### config.mk
export PLATFORM = sky130hd
export DESIGN_NAME = slot_sequencer
export DESIGN_NICKNAME = d
export VERILOG_FILES = /design/src/rtl/slot_sequencer.sv
export SDC_FILE = /design/constraint.sdc
export NUM_CORES = 1
export LEC_CHECK = 0
export CAP_MARGIN = 20
export CORE_ASPECT_RATIO = 1.25
export CORE_MARGIN = 1
export CORE_UTILIZATION = 51
export CTS_CLUSTER_DIAMETER = 100
export DETAILED_ROUTE_END_ITERATION = 6
export HOLD_SLACK_MARGIN = 0.02
export PLACE_DENSITY = 0.79
export SLEW_MARGIN = 25
export SYNTH_ARGS = -nofsm -noshare
export SYNTH_HDL_FRONTEND = slang
export SYNTH_SLANG_ARGS = --single-unit
export TNS_END_PERCENT = 30
### constraint.sdc
create_clock -name clk -period 2.4 [get_ports clk]
set_input_delay 0.48 -clock clk [delete_from_list [all_inputs] [get_ports clk]]
set_output_delay 0.48 -clock clk [all_outputs]
set_load 0.005 [all_outputs]
### src/rtl/slot_sequencer.sv
module slot_sequencer #(
  parameter int CLKS_PER_SLOT = 100,
  parameter int TIMEOUT       = 16
) (
  input  logic       clk,
  input  logic       rst_n,
  input  logic       start,
  input  logic       pc_cycle,
  input  logic       rd_done,
  input  logic       hi_pending,
  input  logic       branch_cond,
  output logic [2:0] slot,
  output logic       busy,
  output logic       addr_load,
  output logic       rd_cmd,
  output logic       data_load,
  output logic       wr_cmd,
  output logic       branch_latch,
  output logic       branch_taken,
  output logic       ctr_update,
  output logic       ovf_clear,
  output logic       ireg_clear,
  output logic       ovf_from_msb,
  output logic       irq_fetch,
  output logic       mem_wait,
  output logic       mem_timeout,
  output logic       done,
  output logic       fetch_next
);
  localparam int SW = $clog2(CLKS_PER_SLOT) + 1;
  localparam int TW = $clog2(TIMEOUT + 1);
  localparam logic [SW-1:0] SUB_LAST = SW'(CLKS_PER_SLOT - 1);
  localparam logic [TW-1:0] WAIT_MAX = TW'(TIMEOUT);

  logic          busy_q, wait_q, pc_q, redo_q, sw_q, br_q, to_q;
  logic [2:0]    slot_q;
  logic [SW-1:0] sub_q;
  logic [TW-1:0] wcnt_q;

  wire first = busy_q && !wait_q && (sub_q == '0);
  wire last  = busy_q && !wait_q && (sub_q == SUB_LAST);

  always_ff @(posedge clk) begin
    if (!rst_n) begin
      busy_q <= 1'b0;
      wait_q <= 1'b0;
      pc_q   <= 1'b0;
      redo_q <= 1'b0;
      sw_q   <= 1'b0;
      br_q   <= 1'b0;
      to_q   <= 1'b0;
      slot_q <= 3'd0;
      sub_q  <= '0;
      wcnt_q <= '0;
    end else if (!busy_q) begin
      if (start) begin
        busy_q <= 1'b1;
        slot_q <= 3'd1;
        sub_q  <= '0;
        wait_q <= 1'b0;
        pc_q   <= pc_cycle;
        redo_q <= 1'b0;
        sw_q   <= 1'b0;
        br_q   <= 1'b0;
        to_q   <= 1'b0;
        wcnt_q <= '0;
      end
    end else if (wait_q) begin
      if (rd_done) begin
        wait_q <= 1'b0;
        slot_q <= 3'd3;
        sub_q  <= '0;
      end else if (wcnt_q != WAIT_MAX) begin
        wcnt_q <= wcnt_q + 1'b1;
        if (wcnt_q == WAIT_MAX - 1'b1) to_q <= 1'b1;
      end
    end else begin
      if (first && slot_q == 3'd1 && pc_q) br_q <= redo_q ? 1'b0 : branch_cond;
      if (first && slot_q == 3'd5 && pc_q) sw_q <= hi_pending;
      if (last) begin
        sub_q <= '0;
        case (slot_q)
          3'd2: begin
            wait_q <= 1'b1;
            wcnt_q <= '0;
          end
          3'd6: begin
            if (pc_q && sw_q) begin
              slot_q <= 3'd1;
              redo_q <= 1'b1;
              sw_q   <= 1'b0;
            end else begin
              busy_q <= 1'b0;
              slot_q <= 3'd0;
            end
          end
          default: slot_q <= slot_q + 3'd1;
        endcase
      end else begin
        sub_q <= sub_q + 1'b1;
      end
    end
  end

  assign slot         = slot_q;
  assign busy         = busy_q;
  assign mem_wait     = wait_q;
  assign mem_timeout  = to_q;
  assign branch_taken = br_q;
  assign irq_fetch    = busy_q && redo_q;
  assign addr_load    = first && slot_q == 3'd1;
  assign rd_cmd       = first && slot_q == 3'd1;
  assign wr_cmd       = first && slot_q == 3'd4;
  assign data_load    = first && (slot_q == 3'd3 || (slot_q == 3'd4 && pc_q && !redo_q));
  assign branch_latch = first && slot_q == 3'd1 && pc_q && !redo_q;
  assign ctr_update   = first && slot_q == 3'd3 && pc_q;
  assign ovf_clear    = first && slot_q == 3'd5 && pc_q;
  assign ireg_clear   = first && slot_q == 3'd5 && pc_q;
  assign ovf_from_msb = first && slot_q == 3'd6 && pc_q && !sw_q;
  assign done         = last && slot_q == 3'd6 && !(pc_q && sw_q);
  assign fetch_next   = done && pc_q;
endmodule

==> results.py <==
metrics = {
    "synthesis": {
        "yosysTopAreaCell": "dfxtp_1",
        "synth-edff-count": 0,
        "avgSynthCellArea_sq_um": 8.07,
        "ys.flop_type": "dfxtp_1",
        "syn-cell-area_sq_mm": 0.00135,
        "async_reset_ff_share_pct": 0,
        "synth_nets": 180,
        "syn-instance-count": 167,
        "synth.area.top_cells": "dfxtp_1 (34%), ha_1 (5.6%), nor2_1 (5.0%)",
        "ys_warn_count": 0,
        "ys_seq_elements": 23,
        "synth.yosys.seq_area_share_pct": 34.2,
        "synth_cell_types": 46,
        "synth_top_area_share_pct": 34.2,
    },
    "worst_setup_path": {
        "required_ns": 1.92,
        "cpLargestDelayFamily": "simple AND/OR/NAND/NOR gates",
        "path_cells": "nor4_4 > nand4_1 > nor4_1 > clkdlybuf4s50_1",
        "cp.arrival_ns": 1.96,
        "cp-start-kind": "flip-flop",
        "cpMaxStageDelayCell": "clkdlybuf4s50_1",
        "slowest_delay_ns": 0.54,
        "crit_type": "reg -> out",
        "worstPathMaxFanout": 4,
        "endpoint_kind": "output pin",
        "critPathBufInv": 1,
    },
    "global_route": {
        "track_usage_pct": 25.8,
        "grt_pass1_vias": 1255,
        "grt_pass1_wl_um": 5220,
        "antenna_found_initial": 0,
        "grt.overflow.total": 0,
        "grt_max_degree": 14,
    },
    "power_and_ir_drop": {
        "p_clk_share_pct": 26.7,
        "switching_share_pct": 27.4,
        "leakagePower_nw": 0.723,
        "power.internal_mw": 0.504,
        "powerDensity_mw_per_mm2": 391,
        "seqPwrFrac_pct": 57.8,
        "peakVddDrop_mv": 0.301,
        "p_sw_mw": 0.190,
        "pwr-share-comb_pct": 15.6,
    },
    "cells_and_area": {
        "diodes": 0,
        "final-seq-area_sq_um": 469,
        "drive_gt1_share_pct": 17.6,
        "nNetsFinal": 218,
        "multi_input_area_sq_um": 860,
        "fillCellCount": 197,
        "area_growth_pct": 31.7,
        "fin_area_sq_mm": 0.00177,
    },
    "drt": {
        "totalWireLength_um": 3240,
        "ant_nets": 0,
        "drt_first_pass_iters": 4,
        "post_drt_via_cell_ratio": 5.65,
        "post-route-drc-count": 0,
        "dr_total_vias": 1340,
        "avgRoutedWirePerCell_um": 13.7,
        "first_iter_violations": 37,
    },
    "die": {
        "die_x_um": 48.0,
        "io_pins": 26,
        "die-area_sq_mm": 0.00285,
        "core_region_area_sq_mm": 0.00248,
        "die_y_um": 59.5,
        "rows": 20,
        "start_util_pct": 54.4,
    },
    "clocking": {
        "insertion_delay_ns": 0.32,
        "ctsHoldBuffers": 0,
        "clock_path_buffers": 2,
        "ctsRootBufferMaster": "clkbuf_4",
        "clock_sinks": 23,
        "numCtsBuffers": 3,
        "cts_tree": "built",
        "clk_pin_slew_worst_paths_ns": 0.13,
        "cts_htree_levels": 1,
    },
    "placement": {
        "dp_hpwl_um": 2540,
        "dpl-instance-area_sq_mm": 0.00168,
        "io_buffers": 25,
        "routabilityCongestion": 0.897,
    },
    "sta": {
        "max-slew-margin-rel_pct": 62.5,
        "fmax_mhz": 411,
        "skew_ns": 0.00916,
        "min_period_ns": 2.44,
        "fin_ws_ns": -0.0353,
        "min_period_over_period_pct": 101,
        "rsz0062_at_grt": "true",
        "finalHoldViolCount": 0,
        "finalMaxSlewViolations": 0,
        "setup_viol": 2,
        "worst_slew_pin_slew_ns": 0.558,
        "timing.setup.tns_ns": -0.0487,
    },
    "run_status": {
        "violations": "setup timing",
        "outcome": "finished with violations",
    },
    "min_path": {
        "hp-class": "reg -> reg",
    },
    "run": {
        "drv_cap": 0,
    },
}
-- layout by cell type (no fill, tap or decap), types with 2 or more instances in the layout --
master | Yosys | routed
nor2b_1 | 7 | 6
clkbuf_4 | 0 | 3
xnor2_1 | 3 | 3
buf_4 | 2 | 13
nand2b_1 | 3 | 3
dlymetal6s2s_1 | 0 | 2
o21ai_0 | 8 | 8
nor2_1 | 18 | 17
dlygate4sd2_1 | 0 | 7
a21o_1 | 2 | 2
ha_1 | 6 | 5
and3_1 | 5 | 3
and3_4 | 0 | 2
inv_1 | 10 | 10
nand3_1 | 11 | 11
mux2i_1 | 2 | 2
xor2_1 | 3 | 3
dfxtp_1 | 23 | 18
nand2_1 | 11 | 11
clkdlybuf4s50_1 | 0 | 15
or3_1 | 5 | 5
a21oi_1 | 9 | 9
nor3b_1 | 2 | 2
and2_1 | 3 | 3
dfxtp_2 | 0 | 4
nand3b_1 | 2 | 2
o22ai_1 | 3 | 3
nand4_1 | 3 | 3
-- kinds of logic (layout without fill, tap and decap cells) --
kind of cell / after synthesis / count (layout) / share of synthesized area [%]
flip-flops: 23 / 23 / 34.2
XOR/XNOR: 6 / 6 / 3.90
AND/OR/NAND/NOR: 82 / 82 / 34.8
adder cells (fa/ha/maj): 6 / 6 / 5.57
buffers and inverters: 15 / 52 / 4.74
multiplexers: 2 / 2 / 1.49
AO/OA/AOI/OAI: 33 / 33 / 15.3
-- area by class of cell --
class | count | share of cell area, %
multi-input cells | 129 | 48.4
repair buffers | 38 | 19.1
flip-flops and latches | 23 | 26.4
well taps | 33 | 2.33
inverters | 10 | 2.12
clock inverters | 1 | 0.282
clock buffers | 3 | 1.27
-- worst min-delay path, delay by kind of cell (launching register included) --
kind | cells | cell delay (ns)
AO/OA/AOI/OAI | 1 | 0.06
AND/OR/NAND/NOR | 1 | 0.06
flip-flops | 1 | 0.34
-- metal layers --
metal	track usage, %	vias up	part of all wire, %
met1	28.4	632	42
met4	12.3	0	1.9
li1	-	673	-
met3	3.66	5	2.5
met5	0	-	0
met2	45.9	30	54
-- registers in the layout, indices dropped and copies added (netlist names) --
register / flops
sub_q: 8
redo_q: 1
sw_q: 1
mem_wait: 1
slot: 3
pc_q: 1
branch_taken: 1
mem_timeout: 1
busy: 1
wcnt_q: 5
-- power by group through the flow --
stage / Sequential (mW) / Clock [mW] / Combinational, mW
after floorplan: 0.406 / 0 / 0.0601
after global placement: 0.409 / 0 / 0.0998
after detailed placement: 0.410 / 0 / 0.104
after CTS: 0.400 / 0.190 / 0.108
after global routing: 0.403 / 0.207 / 0.119
final: 0.401 / 0.185 / 0.108
-- stage by stage --
| step | setup slack (ns) | hold slack [ns] | std cells | power [mW] | utilization [%] |
|---|---|---|---|---|---|
| after floorplan | 0.474 | 0.457 | 167 | 0.466 | - |
| after global placement | 0.0734 | 0.466 | 229 | 0.509 | 67.8 |
| after detailed placement | 0.0207 | 0.491 | 229 | 0.514 | 67.8 |
| after CTS | -0.142 | 0.505 | 237 | 0.698 | 70.9 |
| after global routing | -0.181 | 0.525 | 237 | 0.730 | 71.6 |
| final | -0.0353 | 0.500 | 237 | 0.694 | 71.6 |
-- Yosys cell counts, drive strengths merged (3+ instances only) --
master,instances
or3,5
nor4,3
inv,10
nand4,3
and3,5
dfxtp,23
xnor2,3
nor2b,7
xor2,3
buf,3
o22ai,3
nand2b,3
ha,6
o21ai,10
a21oi,9
nor2,18
nand3,11
nand2,11
and2,3
-- path summary, 6_finish.rpt --
check             startpoint        end  slack, ns  cells after the start
setup / recovery    sub_q[7]     wr_cmd      -0.04                      4
hold / removal     wcnt_q[4]  wcnt_q[4]       0.50                      2
setup reg to reg    sub_q[7]  wcnt_q[3]       0.45                      6
hold reg to reg    wcnt_q[4]  wcnt_q[4]       0.50                      2
-- repair_timing --
action                     in CTS  in global routing
setup buffers                   4                  0
gates resized for setup        16                 11
pin swaps                       2                  3
setup endpoints to repair      11                  5
Power figures use the tool's default switching activity.
